==> src/rtl/irq_ctrl_pkg.sv <==
package irq_ctrl_pkg;
  typedef enum logic [1:0] {
    LVL_OFF  = 2'b00,
    LVL_LOW  = 2'b01,
    LVL_MED  = 2'b10,
    LVL_HIGH = 2'b11
  } lvl_e;

  localparam int LVL_W = 2;
endpackage

==> src/rtl/irq_edge_latch.sv <==
module irq_edge_latch #(
  parameter int N     = 8,
  parameter int IDX_W = 3
) (
  input  logic             clk,
  input  logic             rst_n,
  input  logic [N-1:0]     src,
  input  logic             clr_en,
  input  logic [IDX_W-1:0] clr_idx,
  output logic [N-1:0]     rise,
  output logic [N-1:0]     pend
);
  logic [N-1:0] src_q;

  always_ff @(posedge clk or negedge rst_n) begin
    if (!rst_n) src_q <= '0;
    else        src_q <= src;
  end

  assign rise = src & ~src_q;

  for (genvar g = 0; g < N; g++) begin : g_pend
    // a fresh edge outranks a same-cycle retire
    always_ff @(posedge clk or negedge rst_n) begin
      if (!rst_n)                                   pend[g] <= 1'b0;
      else if (rise[g])                             pend[g] <= 1'b1;
      else if (clr_en && (clr_idx == IDX_W'(g)))    pend[g] <= 1'b0;
    end
  end
endmodule

==> src/rtl/irq_prio_pick.sv <==
module irq_prio_pick
  import irq_ctrl_pkg::*;
#(
  parameter int N     = 8,
  parameter int IDX_W = 3
) (
  input  logic [N-1:0]       pend,
  input  logic [2*N-1:0]     prio,
  output logic               found,
  output logic [IDX_W-1:0]   idx,
  output logic [LVL_W-1:0]   lvl
);
  localparam int RES_W = 1 + LVL_W + IDX_W;

  // result layout: {hit, level, index}
  function automatic logic [RES_W-1:0] scan(input logic [N-1:0] p,
                                            input logic [2*N-1:0] c);
    logic [RES_W-1:0] r;
    r = '0;
    for (int lv = 3; lv >= 1; lv--) begin
      for (int i = 0; i < N; i++) begin
        if (!r[RES_W-1] && p[i] && (c[2*i +: 2] == LVL_W'(lv)))
          r = {1'b1, LVL_W'(lv), IDX_W'(i)};
      end
    end
    return r;
  endfunction

  logic [RES_W-1:0] res;
  assign res   = scan(pend, prio);
  assign found = res[RES_W-1];
  assign lvl   = res[IDX_W +: LVL_W];
  assign idx   = res[IDX_W-1:0];
endmodule

==> src/rtl/irq_flag_reg.sv <==
module irq_flag_reg #(
  parameter int FW = 8
) (
  input  logic          clk,
  input  logic          rst_n,
  input  logic          ack,
  input  logic          ret_vld,
  input  logic [FW-1:0] ret_flags,
  input  logic          we,
  input  logic [FW-1:0] wdata,
  input  logic          di,
  input  logic          ei,
  output logic [FW-1:0] flags
);
  localparam logic [FW-1:0] GIE_MASK = FW'(1);

  always_ff @(posedge clk or negedge rst_n) begin
    if (!rst_n)       flags <= '0;
    else if (ack)     flags <= flags & ~GIE_MASK;
    else if (ret_vld) flags <= ret_flags;
    else if (we)      flags <= wdata;
    else if (di)      flags <= flags & ~GIE_MASK;
    else if (ei)      flags <= flags | GIE_MASK;
  end
endmodule

==> src/rtl/prio_irq_ctrl.sv <==
module prio_irq_ctrl
  import irq_ctrl_pkg::*;
#(
  parameter int NUM_SRC = 8,
  parameter int FLAG_W  = 8,
  localparam int IDX_W  = (NUM_SRC > 1) ? $clog2(NUM_SRC) : 1
) (
  input  logic                 clk,
  input  logic                 rst_n,
  input  logic [NUM_SRC-1:0]   irq_src_i,
  input  logic [2*NUM_SRC-1:0] src_prio_i,
  input  logic                 ei_i,
  input  logic                 di_i,
  input  logic                 flag_we_i,
  input  logic [FLAG_W-1:0]    flag_wdata_i,
  input  logic                 ret_vld_i,
  input  logic [FLAG_W-1:0]    ret_flags_i,
  input  logic                 ack_i,
  output logic                 irq_req_o,
  output logic [IDX_W-1:0]     irq_vec_o,
  output logic [LVL_W-1:0]     irq_lvl_o,
  output logic [FLAG_W-1:0]    flags_o
);
  logic [NUM_SRC-1:0] rise_w;
  logic [NUM_SRC-1:0] pend_w;
  logic               found_w;
  logic [IDX_W-1:0]   win_idx_w;
  logic [LVL_W-1:0]   win_lvl_w;
  logic               retire_w;

  assign retire_w = ack_i & found_w;

  irq_edge_latch #(.N(NUM_SRC), .IDX_W(IDX_W)) u_latch (
    .clk     (clk),
    .rst_n   (rst_n),
    .src     (irq_src_i),
    .clr_en  (retire_w),
    .clr_idx (win_idx_w),
    .rise    (rise_w),
    .pend    (pend_w)
  );

  irq_prio_pick #(.N(NUM_SRC), .IDX_W(IDX_W)) u_pick (
    .pend  (pend_w),
    .prio  (src_prio_i),
    .found (found_w),
    .idx   (win_idx_w),
    .lvl   (win_lvl_w)
  );

  irq_flag_reg #(.FW(FLAG_W)) u_flags (
    .clk       (clk),
    .rst_n     (rst_n),
    .ack       (ack_i),
    .ret_vld   (ret_vld_i),
    .ret_flags (ret_flags_i),
    .we        (flag_we_i),
    .wdata     (flag_wdata_i),
    .di        (di_i),
    .ei        (ei_i),
    .flags     (flags_o)
  );

  assign irq_req_o = flags_o[0] & found_w;
  assign irq_vec_o = win_idx_w;
  assign irq_lvl_o = win_lvl_w;
endmodule

==> config.mk <==
export PLATFORM = sky130hd
export DESIGN_NAME = prio_irq_ctrl
export DESIGN_NICKNAME = d
export VERILOG_FILES = /design/src/rtl/irq_ctrl_pkg.sv /design/src/rtl/irq_edge_latch.sv /design/src/rtl/irq_prio_pick.sv /design/src/rtl/irq_flag_reg.sv /design/src/rtl/prio_irq_ctrl.sv
export SDC_FILE = /design/constraint.sdc
export NUM_CORES = 1
export LEC_CHECK = 0
export BUFFER_PORTS_ARGS = -buffer_cell sky130_fd_sc_hd__clkbuf_2
export CAP_MARGIN = 20
export CELL_PAD_IN_SITES_DETAIL_PLACEMENT = 0
export CELL_PAD_IN_SITES_GLOBAL_PLACEMENT = 1
export CORE_MARGIN = 3
export CORE_UTILIZATION = 38
export CTS_CLUSTER_DIAMETER = 40
export DETAILED_ROUTE_END_ITERATION = 10
export MAX_ROUTING_LAYER = met4
export PLACE_DENSITY = 0.87
export SLEW_MARGIN = 5
export SYNTH_ARGS = -nofsm -noshare
export SYNTH_HDL_FRONTEND = slang
export SYNTH_SLANG_ARGS = --single-unit
==> constraint.sdc <==
create_clock -name clk -period 4.94 [get_ports clk]
set_input_delay 0.494 -clock clk [delete_from_list [all_inputs] [get_ports clk]]
set_output_delay 0.494 -clock clk [all_outputs]
set_load 0.005 [all_outputs]
Word-level counts from Yosys, hierarchy flattened --
Cells that the tools add are included.
Storage, ports and cells: word-level logic and storage cells 182, bits in registers 24, input port bits 47, output and inout bits 14
Operators by class: mux-type cells 45, reduce and logical (&&, ||, !) cells 90, bitwise gates (word level) 5, equality and inequality tests 31
Operator list (count):
- two-way mux 6 bit | 24
- logical AND 1 bit | 55
- == test 2 bit, second input constant | 16
- two-way mux 8 bit | 3
- logical NOT 1 bit | 23
- two-way mux 1 bit | 18
- nonzero test 2 bit | 9
- == test 2 x 1 -> 1 bit, second input constant | 8
- == test 3 bit, second input constant | 4
- bitwise AND 8 bit | 1
- NOT 8 bit | 1
- == test 3 x 2 -> 1 bit, second input constant | 2
- nonzero test 5 bit | 1
- == test 3 x 1 -> 1 bit, second input constant | 1
- logical NOT 3 bit | 1
- bitwise AND 1 bit | 2
- AND reduction 2 bit | 1
- NOT 1 bit | 1

Depth between registers and ports, before layout --
Gate-level depths: netlist (run 1).
depth in word-level cells 99, mapped depth 7, mapped depth without buffers 7

By module --
A second synthesis (run 1) with hierarchy kept.
Unflattened totals: cell total of the unflattened synthesis 164, area, all modules 1625.3 um^2
By module, submodules not included:
- irq_edge_latch | sequential area each 400.4 um^2, cells each 40, times used 1, area an instance 586.8 um^2
- irq_flag_reg | sequential area each 200.2 um^2, cells each 47, times used 1, area an instance 531.8 um^2
- irq_prio_pick | sequential area each 0.0 um^2, cells each 75, times used 1, area an instance 494.2 um^2
- prio_irq_ctrl | sequential area each 0.0 um^2, cells each 2, times used 1, area an instance 12.5 um^2

Worst setup path before layout (run 1) --
No wires, ideal clock.
kind input to output, start input port src_prio_i[0], end output port irq_lvl_o[0], data required time 4.446 ns, path slack 2.794 ns, arrival time 1.652 ns, buffers on the path 0, cell stages on the path 6, cells stage by stage nand3_1 > nand4_2 > nor4_4 > o21ai_0 > a21oi_1 > or4_1
Between the ends: longest elaborated chain between the ends 95, elaborated cells between the ends (all ways) 97, classes of those cells 3 x eq/ne; 24 x mux; 70 x reduce/logical
RTL lines:
- start: declaration | line prio_irq_ctrl.sv:11 | input logic [2*NUM_SRC-1:0] src_prio_i,
- == test 2 bit | line irq_prio_pick.sv:22 | if (!r[RES_W-1] && p[i] && (c[2*i +: 2] == LVL_W'(lv)))
- logical AND 1 bit | line irq_prio_pick.sv:22
- two-way mux 6 bit | line irq_prio_pick.sv:22
- logical NOT 1 bit | line irq_prio_pick.sv:22
- logical AND 1 bit (2 in a row) | line irq_prio_pick.sv:22
- two-way mux 6 bit | line irq_prio_pick.sv:22
- logical NOT 1 bit | line irq_prio_pick.sv:22
- logical AND 1 bit (2 in a row) | line irq_prio_pick.sv:22
- [74 not listed]
- logical AND 1 bit (2 in a row) | line irq_prio_pick.sv:22
- two-way mux 6 bit (*) | line irq_prio_pick.sv:22
- logical NOT 1 bit | line irq_prio_pick.sv:22
- logical AND 1 bit (2 in a row) | line irq_prio_pick.sv:22
- two-way mux 6 bit (*) | line irq_prio_pick.sv:22
- logical NOT 1 bit | line irq_prio_pick.sv:22
- logical AND 1 bit (2 in a row) | line irq_prio_pick.sv:22
- two-way mux 6 bit (*) | line irq_prio_pick.sv:22
- end: declaration | line prio_irq_ctrl.sv:21 | output logic [LVL_W-1:0] irq_lvl_o,
Every way passes the cells marked *; elsewhere a longest branch is shown, timed or not.

Final worst setup path (run 1) --
start register u_latch.pend[0], end output port irq_lvl_o[0]
Between the ends: longest elaborated chain between the ends 94
RTL lines:
- start: declaration | line irq_edge_latch.sv:11 | output logic [N-1:0] pend
- start signal: indexed assignment | line irq_edge_latch.sv:25 | if (!rst_n) pend[g] <= 1'b0;
- start signal: indexed assignment | line irq_edge_latch.sv:26 | else if (rise[g]) pend[g] <= 1'b1;
- start signal: indexed assignment | line irq_edge_latch.sv:27 | else if (clr_en && (clr_idx == IDX_W'(g))) pend[g] <= 1'b0;
- logical AND 1 bit | line irq_prio_pick.sv:22
- two-way mux 6 bit | line irq_prio_pick.sv:22
- logical NOT 1 bit | line irq_prio_pick.sv:22
- logical AND 1 bit (2 in a row) | line irq_prio_pick.sv:22
- two-way mux 6 bit | line irq_prio_pick.sv:22
- logical NOT 1 bit | line irq_prio_pick.sv:22
- logical AND 1 bit (2 in a row) | line irq_prio_pick.sv:22
- two-way mux 6 bit | line irq_prio_pick.sv:22
- [73 not listed]
- logical AND 1 bit (2 in a row) | line irq_prio_pick.sv:22
- two-way mux 6 bit (*) | line irq_prio_pick.sv:22
- logical NOT 1 bit | line irq_prio_pick.sv:22
- logical AND 1 bit (2 in a row) | line irq_prio_pick.sv:22
- two-way mux 6 bit (*) | line irq_prio_pick.sv:22
- logical NOT 1 bit | line irq_prio_pick.sv:22
- logical AND 1 bit (2 in a row) | line irq_prio_pick.sv:22
- two-way mux 6 bit (*) | line irq_prio_pick.sv:22
Marks and branches as above.

==> metrics.md, run 1 <==
| Metric | Value |
|---|---|
| Hold_buf cts | `0` |
| Synth Cell Area | `roughly 1600 um2` |
| Clock Power Share | `23.9%` |
| Flop2flop setup slack | `roughly 2.8 ns` |
| Largest net degree at the start of global routing | `25` |
| Max Cap Viol | `0` |
| Relative slew slack | `60.43%` |
| Sequential fraction of the synthesis area | `approximately 38%` |
| Reg2Reg Depth | `7` |
| Post-synth EDFFs | `0` |
| Clock Skew | `roughly 0.0044 ns` |
| Pwr dens | `351.6 nW/um2` |
| Leak Pwr | `0.9381 nW` |
| Post-Syn Nets | `233` |
| Maximum vdd drop | `157.6 uV` |
| Crit path capture type | `output pin` |
| Clock transition at path regs | `0.08 ns` |
| Setup violations, final | `0` |
| Fin. Hold Viols | `0` |
| Post-synth top area share | `37.68%` |
| Slew @ Worst Pin | `0.5936 ns` |
| Top cells by area, synth | `dfrtp_1 (38%), a22oi_1 (4.7%), nand3b_1 (4.2%), nor2_1 (4.2%), nand2_1 (4.0%)` |
| Layout cell share with drive strength beyond 1 | `31.84%` |
| CTS tree | `yes` |
| Post-synth top cells | `dfrtp_1 (24), nor2_1 (18), nand2_1 (17)` |
| Post-route DRC | `0` |
| Final period util | `52.97%` |
| Worst-path fanout max | `5` |
| Area grow syn2layout | `25.90%` |
| Via density | `approximately 5.5` |
| CP required | `4.45 ns` |
| Netlist cell types | `46` |
| TritonCTS Sinks | `24` |
| GP Congestion | `roughly 0.93` |
| Flops & latches, synth | `24` |
| GRT Total Usage | `17.35%` |
| Die X | `70.77 um` |
| Final WS setup | `between 2 and 2.5 ns` |
| Async SR Flop Fraction | `100.0%` |
| First-pass GRT wire length | `approximately 7000 um` |
| RSZ-0062 raised after global routing | `false` |
| Mean post-synth cell area | `about 8.6 um2` |
| Root Buffer | `clkbuf_8` |
| Outcome | `finished clean` |
| Leading area contributor after synthesis | `dfrtp_1` |
| Number of buffers created by CTS | `3` |
| Worst Hold Slack | `~0.22 ns` |
| Final nets | `293` |
| Routed len/inst | `13.96 um` |
| NetSw | `0.0002502 W` |
| Fillcell total | `398` |
| Most common cell in the netlist | `dfrtp_1` |
| Detail Placement HPWL | `3326 um` |
| CP top delay family | `simple AND/OR/NAND/NOR gates` |
| Rows | `22` |
| WS Path Type | `flop to output pin` |
| Combinational power share | `between 30 and 40%` |
| CP Buf/Inv Count | `1` |
| Critical register-to-register path startpoint | `u_latch.pend[0]` |
| Slowest CP cell | `nor4_4` |
| F_max | `roughly 380 MHz` |
| GR Overflow Total | `0` |
| Flop pwr share | `between 30% and 40%` |
| Min-delay worst type | `input port to asynchronous set/reset pin` |
| Worst R2R End | `u_latch.pend[2]` |
| Via count | `~1600` |
| Crit path arrival time | `2.12 ns` |
| Port Buffers | `60` |
| Antenna violations before repair | `0` |
| P_int | `0.0004554 W` |
| CP Launch Point | `u_latch.pend[0]` |
| Setup TNS | `0 ns` |
| Slew Limit Fails | `0` |
| Core Area | `3854 um2` |
| Drt first pass iters | `4` |
| Most common flop cell mapped by yosys | `dfrtp_1` |
| Antenna diode count | `0` |
| Post-synthesis cell count | `186` |
| Die Height | `70.77 um` |
| Max clock buf depth | `2` |
| Startpoint types | `flop` |
| Ordered list of cells on the worst path | `nand3_1, nand4_2, nor4_4, o21ai_0, a21oi_1, or4_1, clkbuf_2` |
| Initial core utilization | `41.36%` |
| Yosys warnings | `0` |
| Switching share of power | `35.46%` |
| Vias in the first global route | `1537` |
| CTS H-tree depth | `1` |
| Die area | `5008 um2` |
| Clock latency at the later pin of the worst-skew pair | `0.26 ns` |
| Routed WL | `roughly 4100 um` |
| Drt first-iter violations | `72` |
| Min Tclk post-route | `2.617 ns` |
| I/O pin cnt | `61` |
| Routed Antenna Nets | `0` |
| CP peak stage delay | `0.47 ns` |
| Worst slack at placement | `2.441 ns` |
| Final core utilization | `52.08%` |
| Resized Gates After CTS | `0` |
| Postcts setup bufs | `0` |
placed cells by master, fill, tap and decap left out, drive strengths merged:
| cell type | instances |
|---|---|
| clkbuf | 63 |
| dfrtp | 24 |
| nor2 | 18 |
| nand2 | 18 |
| o21ai | 15 |
| a21oi | 11 |
| a22oi | 10 |
| nand3 | 10 |
| nand3b | 9 |
| nor2b | 8 |
| inv | 7 |
| nand4 | 6 |
| nand2b | 5 |
| and3b | 4 |
| o22ai | 3 |
| o21bai | 3 |
| and2 | 3 |
| a41oi | 3 |
| o21a | 2 |
| a211oi | 2 |
| o31ai | 2 |
| nor4 | 2 |
| o2111ai | 2 |
| and3 | 2 |
| o211ai | 1 |
| nor3 | 1 |
| or4 | 1 |
| a221oi | 1 |
| a31o | 1 |
| a21boi | 1 |
| a2bb2oi | 1 |
| o311ai | 1 |
| nor3b | 1 |
| clkinv | 1 |
| a31oi | 1 |
| a22o | 1 |
| bufinv | 1 |
state kept, by name (all words and copies together), names as in the netlist:
register       count
u_flags.flags      8
u_latch.src_q      8
u_latch.pend       8
layout make-up:
cell class              instances  area (um2)  share of cell area (%)
repair buffers                 60       300.3                   14.96
well taps                      48       60.06                   2.993
inverters                       8       30.03                   1.496
multi-input cells             149       944.7                   47.07
clock inverters                 1       30.03                   1.496
clock buffers                   3       41.29                   2.057
flip-flops and latches         24       600.6                   29.93
worst max path at each step:
stage                         endpoint  slack, ns  cells past startpoint
final                     irq_lvl_o[0]       2.32                      7
after global routing      irq_lvl_o[0]       2.15                      7
after CTS                 irq_lvl_o[0]       2.34                      7
after detailed placement  irq_lvl_o[0]       2.44                      8
after global placement    irq_lvl_o[0]       2.44                      8
after floorplan           irq_lvl_o[0]       2.79                      6
cells by family (layout without fill, tap and decap cells):
kind of cell           after synthesis  after routing  share of synthesized area (%)
AND/OR/NAND/NOR                     88             88                          32.81
AO/OA/AOI/OAI                       61             61                          26.45
flip-flops                          24             24                          37.68
buffers and inverters               13             72                          3.061
through the flow:
step	instances	power, W	instance area [um2]
2_1_floorplan	186	0.0004460	1594
3_3_place_gp	289	0.0005390	1936
5_1_grt	293	0.0007617	2007
4_1_cts	293	0.0007121	2007
3_5_place_dp	289	0.0005412	1936
6_report	293	0.0007056	2007
worst register-to-register path, cell delays in order, from the launching register on:
cell     delay [ns]
dfrtp_1        0.44
nand3_1        0.16
nand4_2        0.20
nor4_4         0.48
nand2_4        0.13
o21a_1         0.26
o31ai_1        0.23
o21ai_1        0.10
power groups by stage:
stage / sequential (W) / combinational (W) / clock (W)
global placement: 0.000273 / 0.000266 / 0
CTS: 0.000270 / 0.000268 / 0.000173
floorplan: 0.000263 / 0.000183 / 0
detailed placement: 0.000274 / 0.000267 / 0
finish: 0.000271 / 0.000266 / 0.000168
global route: 0.000278 / 0.000303 / 0.000181
per-layer routing:
metal | part of all wire (%) | global-route usage, % | vias up
li1 | - | - | 812
met1 | 46 | 23.18 | 734
met2 | 45 | 26.88 | 64
met3 | 7.4 | 1.989 | 4
met4 | 1.3 | 6.889 | 0
met5 | 0 | - | -
Power figures use the tool's default switching activity.
==> run 2, diff against run 1 <==
- CORE_UTILIZATION: 38 -> 35
- PLACE_DENSITY: 0.87 -> 0.81
- clock period: 4.94 -> 2.5 ns (I/O delays scaled with it)
==> metrics.md, run 2 (synthesis gave the netlist of run 1 again) <==
| Metric | Value |
|---|---|
| Switching share of power | `35.72% (+0.26 points)` |
| Setup TNS | `0 ns (unchanged)` |
| Reg2Reg Depth | `8 (+1)` |
| Flop2flop setup slack | `0.40 ns (-2.44 ns)` |
| Largest regs | `u_flags.flags (8), u_latch.pend (8), u_latch.src_q (8)` |
| Min-delay worst type | `input port to flop` |
| Crit path arrival time | `2.08 ns (-0.04 ns)` |
| GR Overflow Total | `0 (unchanged)` |
| Leak Pwr | `0.9477 nW (+1.0%)` |
| Root Buffer | `clkbuf_8` |
| Port Buffers | `60 (unchanged)` |
| Clock Power Share | `23.7% (-0.2 points)` |
| Final period util | `93.17%` |
| GP Congestion | `0.9419 (+1.1%)` |
| Flop pwr share | `38.0% (-0.4 points)` |
| Crit path capture type | `output pin` |
| Routed Antenna Nets | `0 (unchanged)` |
| Max clock buf depth | `2 (unchanged)` |
| Slew @ Worst Pin | `0.6076 ns (+0.01395 ns)` |
| Core Area | `4202 um2 (+9.0%)` |
| CTS tree | `yes` |
| Post-route DRC | `0 (unchanged)` |
| CTS H-tree depth | `1 (unchanged)` |
| Fin. Hold Viols | `0 (unchanged)` |
| Drt first-iter violations | `46 (-36%)` |
| Largest net degree at the start of global routing | `25 (unchanged)` |
| Setup violations, final | `0 (unchanged)` |
| Relative slew slack | `59.50% (-0.93 points)` |
| Drt first pass iters | `4 (unchanged)` |
| RSZ-0062 raised after global routing | `false` |
| CP Launch Point | `u_latch.pend[0]` |
| Routed WL | `4293 um (+5.0%)` |
| NetSw | `0.0005016 W (+100%)` |
| WS Path Type | `flop to output pin` |
| Startpoint types | `flop` |
| CP required | `2.25 ns (-2.20 ns)` |
| Via density | `5.441 (-1.2%)` |
| Clock transition at path regs | `0.08 ns (about the same)` |
| Antenna diode count | `0 (unchanged)` |
| Initial core utilization | `37.94% (-3.4 points)` |
| Clock Skew | `0.003025 ns (-0.001415 ns)` |
| CP peak stage delay | `0.43 ns (-0.04 ns)` |
| F_max | `429.3 MHz` |
| Slowest CP cell | `dfrtp_1` |
| I/O pin cnt | `61 (unchanged)` |
| Rows | `23 (+4.5%)` |
| Via count | `1616 (+0.12%)` |
| Crit path capture | `irq_vec_o[1]` |
| Max Cap Viol | `0 (unchanged)` |
| Critical register-to-register path startpoint | `u_latch.pend[0]` |
| Combinational power share | `38.3% (+0.6 points)` |
| Detail Placement HPWL | `3465 um (+4.2%)` |
| Area grow syn2layout | `27.16%` |
| First-pass GRT wire length | `6982 um (+0.29%)` |
| Commonest non-fill, non-tap cells in the layout | `clkbuf_2 (60), dfrtp_1 (24), nor2_1 (18)` |
| P_int | `0.0009024 W (+98%)` |
| Die area | `5400 um2 (+7.8%)` |
| Commonest non-fill, non-tap cell in the layout | `clkbuf_2` |
| Die X | `73.49 um (+3.8%)` |
| Routed len/inst | `14.45 um (+3.5%)` |
| Slew Limit Fails | `0 (unchanged)` |
| Worst-path fanout max | `6 (+1)` |
| Layout cell share with drive strength beyond 1 | `31.98% (+0.15 points)` |
| Outcome | `finished clean` |
| Ordered list of cells on the worst path | `nand3_1, nand4_2, nor4_4, buf_4, nand2_4, o21ai_2, clkbuf_2` |
| Clock latency at the later pin of the worst-skew pair | `0.26 ns (about the same)` |
| Maximum vdd drop | `298.2 uV (+89%)` |
| GRT Total Usage | `16.74% (-0.60 points)` |
| Vias in the first global route | `1538 (+0.065%)` |
| Antenna violations before repair | `0 (unchanged)` |
| Final core utilization | `48.24% (-3.8 points)` |
| Worst R2R End | `u_latch.pend[2]` |
| Final nets | `295 (+0.68%)` |
| Number of buffers created by CTS | `3 (unchanged)` |
| Die Height | `73.49 um (+3.8%)` |
| Min Tclk post-route | `2.329 ns` |
| Pwr dens | `692.7 nW/um2 (+97%)` |
| TritonCTS Sinks | `24 (unchanged)` |
## run 2: metrics by stage
stage          total power [W]  hold slack [ns]  instance area [um2]  std cells  setup WS (ns)
2_1_floorplan        0.0008814         -0.04559                 1594        186         0.6613
3_3_place_gp          0.001071           0.2807                 1938        291         0.3882
3_5_place_dp          0.001074           0.2902                 1938        291         0.4206
4_1_cts               0.001412          0.09488                 2019        296         0.1194
5_1_grt               0.001513          0.08399                 2027        297        0.04998
6_report              0.001404           0.1008                 2027        297         0.1709
## run 2: timing repair
action	4_1_cts	5_1_grt
endpoints found under the setup margin	0	1
buffers inserted	0	1
gates resized for setup	0	0
hold buffers	1	0
hold endpoints to repair	14	0
## run 2: layout make-up
type                    count  area (um2)
multi-input cells         149       944.7
flip-flops and latches     24       600.6
fillers                   432        2175
clock inverters             1       30.03
repair buffers             62       317.8
well taps                  50       62.56
clock buffers               3       41.29
inverters                   8       30.03
## run 2: critical path, delay by kind of cell, from the launching register on
family	cells	cell delay, ns
simple gates	4	0.78
compound gates	1	0.25
flops	1	0.43
buf+inv	2	0.35
## run 2: metal layers
metal | wire [um] | GRT usage (%) | vias up
li1 | - | - | 821
met1 | 1900 | 22.10 | 737
met2 | 2069 | 26.28 | 52
met3 | 270 | 2.052 | 6
met4 | 53 | 6.237 | 0
met5 | 0 | - | -
## run 2: how the worst min path moves through the flow
| stage | to | start | cells after the start |
|---|---|---|---|
| after detailed placement | u_flags.flags[2] | rst_n | 1 |
| after floorplan | u_flags.flags[0] | rst_n | 0 |
| after global routing | u_latch.src_q[3] | irq_src_i[3] | 1 |
| after CTS | u_latch.src_q[3] | irq_src_i[3] | 1 |
| after global placement | u_flags.flags[2] | rst_n | 1 |
| final | u_latch.src_q[4] | irq_src_i[4] | 1 |
## run 2: power by group through the flow
stage                     clock [W]  sequential (W)  combinational (W)
final                      0.000333        0.000534           0.000538
after global routing       0.000366        0.000548           0.000599
after CTS                  0.000342        0.000533           0.000538
after detailed placement          0        0.000539           0.000534
after global placement            0        0.000536           0.000534
after floorplan                   0        0.000519           0.000362
